$ cat config.mk
export PLATFORM = sky130hd
export DESIGN_NAME = pkt_sched
export DESIGN_NICKNAME = d
export VERILOG_FILES = /design/src/rtl/pkt_sched_pkg.sv /design/src/rtl/pkt_ring.sv /design/src/rtl/addr_lock.sv /design/src/rtl/pick_arb.sv /design/src/rtl/pkt_sched.sv
export SDC_FILE = /design/constraint.sdc
export NUM_CORES = 1
export LEC_CHECK = 0
export ABC_AREA = 1
export BUFFER_PORTS_ARGS = -buffer_cell sky130_fd_sc_hd__buf_2
export CELL_PAD_IN_SITES_DETAIL_PLACEMENT = 1
export CELL_PAD_IN_SITES_GLOBAL_PLACEMENT = 2
export CORE_UTILIZATION = 42
export CTS_CLUSTER_SIZE = 12
export DETAILED_ROUTE_END_ITERATION = 10
export MAX_ROUTING_LAYER = met4
export PLACE_DENSITY_LB_ADDON = 0.1
export SLEW_MARGIN = 0
export SYNTH_ARGS = -nofsm -noshare
export SYNTH_HDL_FRONTEND = slang
export SYNTH_SLANG_ARGS = --single-unit
$ cat constraint.sdc
create_clock -name clk -period 4.9 [get_ports clk]
set_input_delay 0.98 -clock clk [delete_from_list [all_inputs] [get_ports clk]]
set_output_delay 0.98 -clock clk [all_outputs]
set_load 0.1 [all_outputs]
$ cat src/rtl/pkt_sched_pkg.sv
package pkt_sched_pkg;
  localparam int ADDR_W     = 8;
  localparam int CMD_W      = 2;
  localparam int PKT_W      = 32;
  localparam int NQ         = 3;
  localparam int REP_COPIES = 3;
  localparam logic [PKT_W-1:0] IDLE_PKT = 32'hFF00_FF00;

  typedef enum logic [1:0] {
    Q_HI  = 2'd0,
    Q_LO  = 2'd1,
    Q_REP = 2'd2
  } qsel_e;

  typedef struct packed {
    logic [ADDR_W-1:0] addr;
    logic [CMD_W-1:0]  cmd;
    logic [PKT_W-1:0]  data;
  } pkt_t;
endpackage

$ cat src/rtl/pkt_ring.sv
module pkt_ring
  import pkt_sched_pkg::*;
#(
  parameter int DEPTH = 8,
  parameter int MAXP  = 3,
  localparam int PW = $clog2(DEPTH),
  localparam int CW = $clog2(DEPTH + 1),
  localparam int NW = $clog2(MAXP + 1)
) (
  input  logic              clk,
  input  logic              rst_n,
  input  logic [NW-1:0]     push_n,
  input  pkt_t              push_pkt,
  input  logic              pop,
  input  logic              mark_en,
  input  logic [ADDR_W-1:0] mark_addr,
  input  logic [CMD_W-1:0]  mark_cmd,
  output logic              head_vld,
  output pkt_t              head_pkt,
  output logic              head_obs,
  output logic [CW-1:0]     free_cnt
);
  pkt_t             mem [DEPTH];
  logic [DEPTH-1:0] obs;
  logic [PW-1:0]    rp, wp;
  logic [CW-1:0]    cnt;

  always_ff @(posedge clk) begin
    for (int k = 0; k < MAXP; k++)
      if (NW'(k) < push_n) mem[wp + PW'(k)] <= push_pkt;
  end

  always_ff @(posedge clk or negedge rst_n) begin
    if (!rst_n) begin
      rp  <= '0;
      wp  <= '0;
      cnt <= '0;
      obs <= '0;
    end else begin
      if (mark_en)
        for (int i = 0; i < DEPTH; i++)
          if (mem[i].addr == mark_addr && mem[i].cmd == mark_cmd) obs[i] <= 1'b1;
      for (int k = 0; k < MAXP; k++)
        if (NW'(k) < push_n) obs[wp + PW'(k)] <= 1'b0;
      wp  <= wp + PW'(push_n);
      rp  <= rp + PW'(pop);
      cnt <= cnt + CW'(push_n) - CW'(pop);
    end
  end

  assign head_vld = (cnt != '0);
  assign head_pkt = mem[rp];
  assign head_obs = obs[rp];
  assign free_cnt = CW'(DEPTH) - cnt;
endmodule

$ cat src/rtl/addr_lock.sv
module addr_lock
  import pkt_sched_pkg::*;
#(
  parameter int SLOTS = 8,
  parameter int TICKS = 5,
  parameter int NLOOK = 3,
  localparam int TW = $clog2(TICKS + 1)
) (
  input  logic                         clk,
  input  logic                         rst_n,
  input  logic                         tick,
  input  logic [NLOOK-1:0][ADDR_W-1:0] look_addr,
  output logic [NLOOK-1:0]             locked,
  input  logic                         set_en,
  input  logic [ADDR_W-1:0]            set_addr
);
  logic [ADDR_W-1:0] la [SLOTS];
  logic [TW-1:0]     lc [SLOTS];
  logic [SLOTS-1:0]  pick;
  logic              found;

  always_comb begin
    for (int q = 0; q < NLOOK; q++) begin
      locked[q] = 1'b0;
      for (int s = 0; s < SLOTS; s++)
        if (lc[s] != '0 && la[s] == look_addr[q]) locked[q] = 1'b1;
    end
  end

  // first idle slot takes a new lock
  always_comb begin
    pick  = '0;
    found = 1'b0;
    for (int s = 0; s < SLOTS; s++)
      if (!found && lc[s] == '0) begin
        pick[s] = 1'b1;
        found   = 1'b1;
      end
  end

  always_ff @(posedge clk or negedge rst_n) begin
    if (!rst_n) begin
      for (int s = 0; s < SLOTS; s++) begin
        la[s] <= '0;
        lc[s] <= '0;
      end
    end else if (tick) begin
      for (int s = 0; s < SLOTS; s++) begin
        if (set_en && pick[s]) begin
          la[s] <= set_addr;
          lc[s] <= TW'(TICKS - 1);
        end else if (lc[s] != '0) begin
          lc[s] <= lc[s] - TW'(1);
        end
      end
    end
  end
endmodule

$ cat src/rtl/pick_arb.sv
module pick_arb #(
  parameter int NQ = 3
) (
  input  logic [NQ-1:0] vld,
  input  logic [NQ-1:0] obs,
  input  logic [NQ-1:0] lck,
  input  logic          tx_ready,
  input  logic          no_locos,
  output logic [NQ-1:0] grant,
  output logic [NQ-1:0] drop,
  output logic          none_elig,
  output logic          idle_go
);
  logic [NQ-1:0] elig;
  logic          taken;

  assign elig = vld & ~obs & ~lck;
  assign drop = vld & obs;

  // lowest index has highest priority
  always_comb begin
    grant = '0;
    taken = 1'b0;
    for (int q = 0; q < NQ; q++)
      if (!taken && elig[q]) begin
        grant[q] = tx_ready;
        taken    = 1'b1;
      end
  end

  assign none_elig = ~|elig;
  assign idle_go   = none_elig & no_locos & tx_ready;
endmodule

$ cat src/rtl/pkt_sched.sv
module pkt_sched
  import pkt_sched_pkg::*;
#(
  parameter int DEPTH      = 8,
  parameter int LOCK_SLOTS = 8,
  parameter int LOCK_TICKS = 5,
  localparam int CW = $clog2(DEPTH + 1)
) (
  input  logic              clk,
  input  logic              rst_n,
  input  logic              tick,
  input  logic              enq_valid,
  output logic              enq_ready,
  input  logic [1:0]        enq_queue,
  input  logic [ADDR_W-1:0] enq_addr,
  input  logic [CMD_W-1:0]  enq_cmd,
  input  logic [PKT_W-1:0]  enq_data,
  input  logic              tx_ready,
  output logic              tx_valid,
  output logic [PKT_W-1:0]  tx_data,
  input  logic              no_locos,
  output logic              rep_req,
  output logic              enq_ovf
);
  logic [NQ-1:0][1:0]        push_n;
  pkt_t [NQ-1:0]             q_head;
  logic [NQ-1:0]             h_vld, h_obs, lck, grant, drop, pop;
  logic [NQ-1:0][CW-1:0]     free_c;
  logic [NQ-1:0][ADDR_W-1:0] look_addr;
  logic                      none_elig, idle_go, enq_fire, set_en;
  pkt_t                      in_pkt, win_pkt;

  assign in_pkt = '{addr: enq_addr, cmd: enq_cmd, data: enq_data};

  always_comb begin
    unique case (enq_queue)
      Q_HI:    enq_ready = (free_c[0] != '0) && (free_c[2] >= CW'(REP_COPIES));
      Q_LO:    enq_ready = (free_c[1] != '0) && (free_c[2] >= CW'(REP_COPIES));
      Q_REP:   enq_ready = (free_c[2] != '0);
      default: enq_ready = 1'b0;
    endcase
  end
  assign enq_fire = enq_valid & enq_ready;
  assign pop      = {NQ{tick}} & (grant | drop);

  for (genvar g = 0; g < NQ; g++) begin : g_q
    if (g == int'(Q_REP)) begin : g_rep
      assign push_n[g] = !enq_fire ? 2'd0 :
                         (enq_queue == Q_REP) ? 2'd1 : 2'(REP_COPIES);
    end else begin : g_pri
      assign push_n[g] = (enq_fire && enq_queue == 2'(g)) ? 2'd1 : 2'd0;
    end

    pkt_ring #(.DEPTH(DEPTH), .MAXP(REP_COPIES)) u_ring (
      .clk      (clk),
      .rst_n    (rst_n),
      .push_n   (push_n[g]),
      .push_pkt (in_pkt),
      .pop      (pop[g]),
      .mark_en  (enq_fire),
      .mark_addr(enq_addr),
      .mark_cmd (enq_cmd),
      .head_vld (h_vld[g]),
      .head_pkt (q_head[g]),
      .head_obs (h_obs[g]),
      .free_cnt (free_c[g])
    );
    assign look_addr[g] = q_head[g].addr;
  end

  pick_arb #(.NQ(NQ)) u_arb (
    .vld      (h_vld),
    .obs      (h_obs),
    .lck      (lck),
    .tx_ready (tx_ready),
    .no_locos (no_locos),
    .grant    (grant),
    .drop     (drop),
    .none_elig(none_elig),
    .idle_go  (idle_go)
  );

  always_comb begin
    win_pkt = '0;
    for (int q = 0; q < NQ; q++)
      if (grant[q]) win_pkt = q_head[q];
  end
  assign set_en = tick & (|grant);

  addr_lock #(.SLOTS(LOCK_SLOTS), .TICKS(LOCK_TICKS), .NLOOK(NQ)) u_lock (
    .clk      (clk),
    .rst_n    (rst_n),
    .tick     (tick),
    .look_addr(look_addr),
    .locked   (lck),
    .set_en   (set_en),
    .set_addr (win_pkt.addr)
  );

  always_ff @(posedge clk or negedge rst_n) begin
    if (!rst_n) begin
      tx_valid <= 1'b0;
      tx_data  <= '0;
      rep_req  <= 1'b0;
      enq_ovf  <= 1'b0;
    end else begin
      tx_valid <= tick & ((|grant) | idle_go);
      if (tick && (|grant)) tx_data <= win_pkt.data;
      else if (tick && idle_go) tx_data <= IDLE_PKT;
      rep_req  <= tick & none_elig;
      enq_ovf  <= enq_valid & ~enq_ready;
    end
  end
endmodule

# Word level (Yosys, flattened, before mapping)
# Memory sizes are Yosys's and may differ from the RTL's.
# Cells that the tools add are included.
[totals]
mem_bits_rw = 1008
in_bits = 50
out_inout_bits = 36
reg_bits = 177
mem_count = 3
[op_classes]
n_mux = 159
addsub = 29
n_eq_ne = 74
n_reduce_logical = 144
bitwise_logic = 34
n_lt_le_gt_ge = 31
[mem_list]
columns = ["memory", "depth", "width", "rd", "rd_clocked_by_memory_dff", "wr", "line_no", "text"]
rows = [
  ["g_q[0].u_ring.mem", 8, 42, 9, 0, 1, "pkt_ring.sv:23", "pkt_t mem [DEPTH];"],
  ["g_q[1].u_ring.mem", 8, 42, 9, 0, 1, "pkt_ring.sv:23", ""],
  ["g_q[2].u_ring.mem", 8, 42, 9, 0, 3, "pkt_ring.sv:23", ""],
]
[ops]
columns = ["operator", "n"]
rows = [
  ["$eq A8 B8 Y1", 48],
  ["$mux W42", 7],
  ["$reduce_or A42 Y1", 4],
  ["$mux W1", 103],
  ["$mux W8", 12],
  ["$logic_and A1 B1 Y1", 80],
  ["$and A8 B8 Y8", 9],
  ["$not A8 Y8", 9],
  ["$mux W32", 2],
  ["$mux W3", 20],
  ["$eq A2 B2 Y1", 24],
  ["$lt A3 B4 Y1 const B", 12],
  ["$reduce_and A2 Y1", 16],
  ["$demux W1 S3", 9],
  ["$ge A3 B1 Y1 const B", 9],
  ["$logic_not A3 Y1", 8],
  ["$reduce_bool A3 Y1", 8],
  ["$reduce_bool A4 Y1", 6],
  ["$sub A3 B1 Y3 const B", 8],
  ["$reduce_bool A2 Y1", 9],
  ["$add A3 B1 Y3", 5],
  ["$and A3 B3 Y3", 4],
  ["$sub A4 B1 Y4", 3],
  ["$sub A4 B4 Y4 const A", 3],
  ["23 further kinds", 53],
]

# Logic depth before layout (Yosys ltp)
# Gate-level depths: netlist (run 1).
[depth]
ltp_word = 26
depth_mapped = 29

# Cells and area by module
# Synthesis (run 1) repeated with hierarchy kept, for this count alone.
[unflattened]
cells_unflattened = 5758
area_unflattened_um2 = 55884.8
[by_module_without_submodules]
columns = ["mod", "area_each_um2", "cells_per_inst", "seq_area_each_um2", "instances"]
rows = [
  ["pkt_ring at g_q[2].u_ring", 15539.9, 1424, 10540.1, 1],
  ["pkt_ring at g_q[1].u_ring", 15531.1, 1436, 10540.1, 1],
  ["pkt_ring at g_q[0].u_ring", 15506.1, 1441, 10540.1, 1],
  ["addr_lock", 6881.6, 1081, 2202.1, 1],
  ["pkt_sched", 2287.2, 350, 875.8, 1],
  ["pick_arb", 138.9, 26, 0.0, 1],
]

# Worst setup path before layout (run 1)
# No wires, ideal clock.
[synth_timing]
path_type = "in2reg"
startpoint = "input port enq_queue[0]"
endpoint = "memory g_q[0].u_ring.mem[0][0] in the netlist's numbering (enable)"
n_path_buf = 1
required_time_ns = 4.459
slack_ns = -1.142
path_stages = 12
t_arrival_ns = 5.601
setup_time_ns = 0.441
cell_sequence = "inv_1 -> nand4_1 -> a21oi_1 -> nor3_2 -> nand2_1 -> nor2_1 -> inv_1 -> nor2_1 -> inv_1 -> or2_2 -> clkbuf_1 -> nor2_1"
[synth_via]
elab_chain_cells = 11
word_cells_on_any_way = 22
[synth_rtl]
columns = ["item", "line_no", "text"]
rows = [
  ["from (decl)", "pkt_sched.sv:14", "input logic [1:0] enq_queue,"],
  ["$eq A2 B2 Y1, or another cell as far along", "pkt_sched.sv:36", "unique case (enq_queue)"],
  ["$pmux W1 S3 (*)", "pkt_sched.sv:36", ""],
  ["via enq_ready", "pkt_sched.sv:13", "output logic enq_ready,"],
  ["$and A1 B1 Y1 (*)", "pkt_sched.sv:43", "assign enq_fire = enq_valid & enq_ready;"],
  ["$logic_and A1 B1 Y1 (*)", "pkt_sched.sv:51", "assign push_n[g] = (enq_fire && enq_queue == 2'(g)) ? 2'd1 : 2'd0;"],
  ["$mux W1 (*)", "pkt_sched.sv:51", ""],
  ["$lt A1 B1 Y1", "pkt_ring.sv:30", "if (NW'(k) < push_n) mem[wp + PW'(k)] <= push_pkt;"],
  ["$mux W1", "pkt_ring.sv:30", ""],
  ["$mux W1 (implied by the code)", "pkt_ring.sv:30", ""],
  ["$reduce_or A42 Y1 (no source line)", "--", ""],
  ["$mux W3 (no source line) or $mux W1 (tied branches) (2 in series)", "--", ""],
  ["to (decl)", "pkt_ring.sv:23", ""],
]
# Mark *: on every way through the listed nets, which the timed path passes. The rest lies on a longest branch.

# Final worst setup path (run 1)
[layout_timing]
startpoint = "register g_q[2].u_ring.rp[0]"
endpoint = "register g_q[2].u_ring.cnt[2]"
[layout_via]
elab_chain_cells = 18
word_cells_on_any_way = 37
[layout_rtl]
columns = ["item", "line_no", "text"]
rows = [
  ["from (decl)", "pkt_ring.sv:25", "logic [PW-1:0] rp, wp;"],
  ["from (signal assigned)", "pkt_ring.sv:46", "rp <= rp + PW'(pop);"],
  ["$mem_v2 Z8 W42", "--", ""],
  ["$eq A8 B8 Y1", "addr_lock.sv:26", "if (lc[s] != '0 && la[s] == look_addr[q]) locked[q] = 1'b1;"],
  ["$logic_and A1 B1 Y1", "addr_lock.sv:26", ""],
  ["$mux W1 (8 in series)", "addr_lock.sv:26", ""],
  ["$not A3 Y3", "pick_arb.sv:17", "assign elig = vld & ~obs & ~lck;"],
  ["$and A3 B3 Y3", "pick_arb.sv:17", ""],
  ["$logic_and A1 B1 Y1", "pick_arb.sv:25", "if (!taken && elig[q]) begin"],
  ["$mux W1", "pick_arb.sv:25", ""],
  ["$or A3 B3 Y3 (*)", "pkt_sched.sv:44", "assign pop = {NQ{tick}} & (grant | drop);"],
  ["$and A3 B3 Y3 (*)", "pkt_sched.sv:44", ""],
  ["$sub A4 B1 Y4 (*)", "pkt_ring.sv:47", "cnt <= cnt + CW'(push_n) - CW'(pop);"],
  ["to (signal assigned)", "pkt_ring.sv:47", ""],
  ["to (decl)", "pkt_ring.sv:26", "logic [CW-1:0] cnt;"],
]
# Mark *: on every way between the ends. The rest lies on a longest branch, timed or not. The select of a mux whose other input is x is not followed.
# A chain may end at the register's enable or synchronous reset.

==> results_dict.tcl, run 1 <==
set metrics [dict create \
    relSlewSlack 0.2545 \
    synth_nets 5426 \
    fin_area_um2 61780 \
    leakage_nw 24.08 \
    syn2layout_area_growth_pct 13.38 \
    grt_antenna_before_repair 6 \
    numClockSinks 1185 \
    die_w_um 362.2 \
    remaining_drc_errors 0 \
    dp_cells 7010 \
    drt-initial-drc-count 3030 \
    pwr_density_cell_nw_per_um2 672.1 \
    clkLatencyLatePin_ns 0.77 \
    outcome "complete, no violations" \
    postCtsHoldBufs 0 \
    synth_area_leaders "edfxtp_1, nand2_1, dfrtp_1" \
    cap_violations 0 \
    fmaxAchievable_ghz 0.2109 \
    cp-end-kind "register" \
    min_period_ns 4.743 \
    cp_common_cell "nand2_1" \
    synthArstFlopShare 0.1494 \
    core-area_um2 128200 \
    postRouteAntennaNets 0 \
    grt_pass1_vias 41270 \
    rsz0062_at_grt "no" \
    yosysSeqAreaShare 0.6368 \
    final_max_slew_viol_count 0 \
    ys_types 53 \
    max_stage_delay_ns 0.61 \
    yosysMostFrequentCell "nand2_1" \
    clk_path_buf_depth 3 \
    worst_hold_path_type "primary input to asynchronous set/reset pin" \
    clkTransAtPathRegs_ns 0.06 \
    ys.flop_type "edfxtp_1" \
    synth_top_area_frac 0.5556 \
    cts_buffers 136 \
    dp_hpwl_um 121400 \
    nets 5523 \
    worst_slew_pin_slew_ns 1.117 \
    worstPathRequired_ns 5.55 \
    irDropWorstVdd_v 0.0003822 \
    grt_pass1_wl_um 281400 \
    die_h_um 362.2 \
    fillers 13960 \
    layout_setup_ws_ns 0.1573 \
    final_util 0.4820 \
    clock_tree.root_cell "clkbuf_16" \
    worstPathMaxFanout 24 \
    syn_area_um2 54480 \
    routed_wl_um 190900 \
    vias_per_cell 5.568 \
    synthTopCellsByCount "nand2_1, edfxtp_1, nor2_1" \
    setup_viol 0 \
    crit_arrival_ns 5.39 \
    dp_slack_ns -0.1037 \
    crit_type "register to register" \
    finClkSkew_ns 0.03505 \
    fin_setup_tns_ns 0 \
    hold_viol 0 \
    whs_ns 0.2268 \
    slowest_stage "dfrtp_4" \
    drive_above_1_share 0.1013 \
    regToRegSetupSlack_ns 0.16 \
    grt-ovfl-total 0 \
    num_rows 131 \
    io_buffers 85 \
    io_pins 86 \
    synth_edf_count 1008 \
    h-tree-depth 4 \
    dpl_cell_area_um2 57400 \
    avgRoutedWirePerCell_um 26.29 \
    fin_crit_sh 0.9679 \
    grt.total_usage 0.3012 \
    initial_core_util 0.4251 \
    r2r_cells 25 \
    postSynthCellCount 5326 \
    yosysTopAreaCell "edfxtp_1" \
    finalPower_mw 41.52 \
    cp_top_family "simple AND/OR/NAND/NOR gates" \
    tritoncts "done" \
    ys_ff_latch 1185 \
    stdcell_count 7261 \
    gp_congestion 0.9642 \
    grt_max_degree 129 \
    die_area_um2 131200 \
    startpoint_type "register" \
    ys_warn_count 0 \
    critical_path_depth 25 \
    dr.pass1.iters 6 \
    path_buf_inv 5 \
    avgSynthCellArea_um2 10.23 \
    dr_total_vias 40430 \
]
report_power, final:
group	internal [mW]	switching, mW
sequential	12.6	1.15
clock	5.65	4.22
combinational	4.73	13.2
total	22.9	18.6
cell type report:
cell class | instances | area [um^2] | share of cell area
Sequential cell | 1185 | 34720 | 0.5620
Multi-Input combinational cell | 3459 | 17180 | 0.2781
Clock buffer | 190 | 3790 | 0.06135
Tap cell | 1729 | 2163 | 0.03502
Timing Repair Buffer | 226 | 1831 | 0.02963
Inverter | 415 | 1583 | 0.02562
Clock inverter | 53 | 500.5 | 0.008101
Antenna cell | 4 | 10.01 | 0.0001620
metal layers:
layer	vias to the layer above	share of wire	wire, um	track usage
met3	306	0.044	8401	0.03572
met4	0	0.031	5969	0.09812
met2	1062	0.49	92770	0.4908
met1	20670	0.44	83720	0.3926
li1	18400	-	-	-
met5	-	0	0	-
final timing paths:
check / start / end
setup / recovery: g_q[2].u_ring.rp[0] / g_q[2].u_ring.cnt[2]
hold / removal: rst_n / g_q[2].u_ring.obs[1]
setup reg to reg: g_q[2].u_ring.rp[0] / g_q[2].u_ring.cnt[2]
hold reg to reg: u_lock.lc[13] / u_lock.lc[13]
max in group asynchronous: rst_n / tx_data[7]
min in group clk: enq_valid / enq_ovf
worst reg2reg max path, stage by stage, from the launching register on:
cell and delay, ns:
dfrtp_4 0.61, buf_6 0.28, nand2_1 0.10, nand3_1 0.14, nand3_2 0.29, nand2_4 0.34
nand2_1 0.21, nand2_1 0.11, nor2_1 0.08, nand2_1 0.07, nor2_1 0.04, nand2_1 0.09
nand2_1 0.05, nor2_1 0.28, nand3_2 0.19, clkinv_1 0.09, nand2_2 0.08, nor2_8 0.10
inv_2 0.04, a21oi_1 0.30, ha_1 0.29, inv_1 0.05, ha_1 0.15, inv_1 0.06
fa_1 0.43, xnor2_1 0.14
cells in the final DEF, fill, tap and decap left out, types with 90 or more instances in the layout:
cell type,n
clkbuf_16,139
a21oi_1,107
buf_4,112
dfrtp_1,170
xor2_1,90
nand3_1,265
nand2_1,1333
nor2_1,621
o22ai_1,127
inv_1,380
o21ai_0,416
edfxtp_1,1008
state kept, by name, summed over array words and instances, names as in the netlist:
name,flops
enq_ovf,1
g_q.u_ring.cnt,12
g_q.u_ring.mem,1008
g_q.u_ring.obs,24
g_q.u_ring.rp,9
g_q.u_ring.wp,9
rep_req,1
tx_data,32
tx_valid,1
u_lock.la,64
u_lock.lc,24
cell families (layout without fill, tap and decap cells):
family / Yosys count / after routing / synth area share
flip-flops: 1185 / 1185 / 0.6368
buffers and inverters: 682 / 884 / 0.05172
AO/OA/AOI/OAI: 804 / 804 / 0.08584
other: 0 / 4 / 0
adder cells (fa/ha/maj): 50 / 50 / 0.01203
XOR/XNOR: 157 / 157 / 0.02524
AND/OR/NAND/NOR: 2448 / 2448 / 0.1883
what timing repair did:
action | 4_1_cts | 5_1_grt
gates resized for setup | 5 | 6
pin swaps | 0 | 1
setup buffers | 0 | 4
setup endpoints to repair | 70 | 6
No activity file was read; power rests on OpenSTA's default activity.
==> run 2: changes to the inputs <==
CORE_ASPECT_RATIO = 0.9   (was default)
CORE_MARGIN = 10   (was default)
==> results_dict.tcl, run 2 (synthesis results as in run 1) <==
set metrics [dict create \
    dp_hpwl_um 135200 \
    largest_reg_flops 1008 \
    setup_viol 0 \
    path_buf_inv 6 \
    layout_commonest_cell "nand2_1" \
    worstPathMaxFanout 31 \
    syn2layout_area_growth_pct 13.58 \
    rsz0062_at_grt "no" \
    dr_total_vias 41140 \
    fmaxAchievable_ghz 0.2182 \
    cp_top_family "simple AND/OR/NAND/NOR gates" \
    whs_ns 0.2675 \
    crit_type "register to register" \
    crit_arrival_ns 5.22 \
    clock_power_share 0.233 \
    grt_antenna_before_repair 12 \
    h-tree-depth 4 \
    grt.total_usage 0.2873 \
    power_frac_comb 0.439 \
    layout_common_cells "nand2_1, edfxtp_1, nor2_1" \
    route.met2.wl_um 93970 \
    grt_pass1_wl_um 295700 \
    grt_pass1_vias 41300 \
    stdcell_count 7265 \
    vias_per_cell 5.662 \
    fin_crit_sh 0.9351 \
    clock_tree.root_cell "clkbuf_16" \
    fin_area_um2 61880 \
    dr.pass1.iters 5 \
    max_stage_delay_ns 0.58 \
    irDropWorstVdd_v 0.0004177 \
    clk_path_buf_depth 3 \
    pwr_density_cell_nw_per_um2 677.2 \
    p_sw_frac 0.4529 \
    hold_viol 0 \
    final_max_slew_viol_count 0 \
    die_w_um 399.7 \
    io_buffers 85 \
    tritoncts "done" \
    drt-met1-wl_um 94570 \
    drt-initial-drc-count 3624 \
    clkLatencyLatePin_ns 0.79 \
    min_period_ns 4.582 \
    worst_hold_path_type "primary input to asynchronous set/reset pin" \
    numClockSinks 1185 \
    p_switching_mw 18.98 \
    initial_core_util 0.4223 \
    final_util 0.4796 \
    die_h_um 361.7 \
    drive_above_1_share 0.1037 \
    cp-end-kind "register" \
    dpl_cell_area_um2 57670 \
    largestRegisters "g_q.u_ring.mem x1008, u_lock.la x64, tx_data x32" \
    grt-ovfl-total 0 \
    layout_setup_ws_ns 0.3178 \
    gp_congestion 0.9794 \
    grt_max_degree 75 \
    regMostFlops "g_q.u_ring.mem" \
    dp_cells 7016 \
    io_pins 86 \
    relSlewSlack 0.3043 \
    cp_common_cell "nand2_1" \
    leakage_nw 24.17 \
    worst_slew_pin_slew_ns 1.041 \
    avgRoutedWirePerCell_um 28.15 \
    startpoint_type "register" \
    postCtsSetupRepairBufs 0 \
    finalPower_mw 41.91 \
    top_layer "met4" \
    internal_power_mw 22.93 \
    clkTransAtPathRegs_ns 0.06 \
    fin_setup_tns_ns 0 \
    critical_path_depth 25 \
    outcome "complete, no violations" \
    die_area_um2 144600 \
    remaining_drc_errors 0 \
    worstPathRequired_ns 5.54 \
    cts_buffers 134 \
    finClkSkew_ns 0.04582 \
    fillers 14140 \
    slowest_stage "dfrtp_4" \
    postCtsHoldBufs 0 \
    r2r_cells 25 \
    num_rows 125 \
    cap_violations 0 \
    postRouteAntennaNets 0 \
    core-area_um2 129000 \
    cts.repair.resized 0 \
    regToRegSetupSlack_ns 0.32 \
    pwr-share-seq 0.328 \
    wl_met3_um 11160 \
    routed_wl_um 204500 \
    nets 5538 \
    dp_slack_ns 0.3950 \
]
run 2: final timing paths:
| check | from | to |
|---|---|---|
| min in group clk | u_lock.lc[18] | u_lock.lc[18] |
| max in group asynchronous | rst_n | u_lock.lc[20] |
| hold / removal | rst_n | tx_data[18] |
| hold reg to reg | u_lock.lc[18] | u_lock.lc[18] |
| setup / recovery | g_q[2].u_ring.rp[0] | g_q[2].u_ring.cnt[1] |
| setup reg to reg | g_q[2].u_ring.rp[0] | g_q[2].u_ring.cnt[1] |
run 2: per-layer routing:
layer	GRT usage	vias to the layer above
met1	0.4044	21230
met2	0.4400	1215
met5	-	-
met4	0.07156	0
met3	0.03757	253
li1	-	18440
run 2: power by group through the flow:
stage          registers, mW  logic, mW  clock network [mW]
2_1_floorplan           14.2       10.7                   0
3_3_place_gp            13.9       18.1                   0
3_5_place_dp            13.9       18.3                   0
4_1_cts                 13.7       18.3                9.94
5_1_grt                 13.9       20.0                10.4
6_report                13.7       18.4                9.75
run 2: layout make-up:
| type | instances | area, um^2 | share of cell area |
|---|---|---|---|
| clock inverter | 56 | 509.2 | 0.008229 |
| multi-input combinational | 3459 | 17150 | 0.2771 |
| sequential | 1185 | 34720 | 0.5611 |
| tap | 1714 | 2145 | 0.03466 |
| timing repair buffer | 243 | 2072 | 0.03348 |
| inverter | 415 | 1584 | 0.02560 |
| clock buffer | 188 | 3690 | 0.05963 |
| antenna | 5 | 12.51 | 0.0002022 |
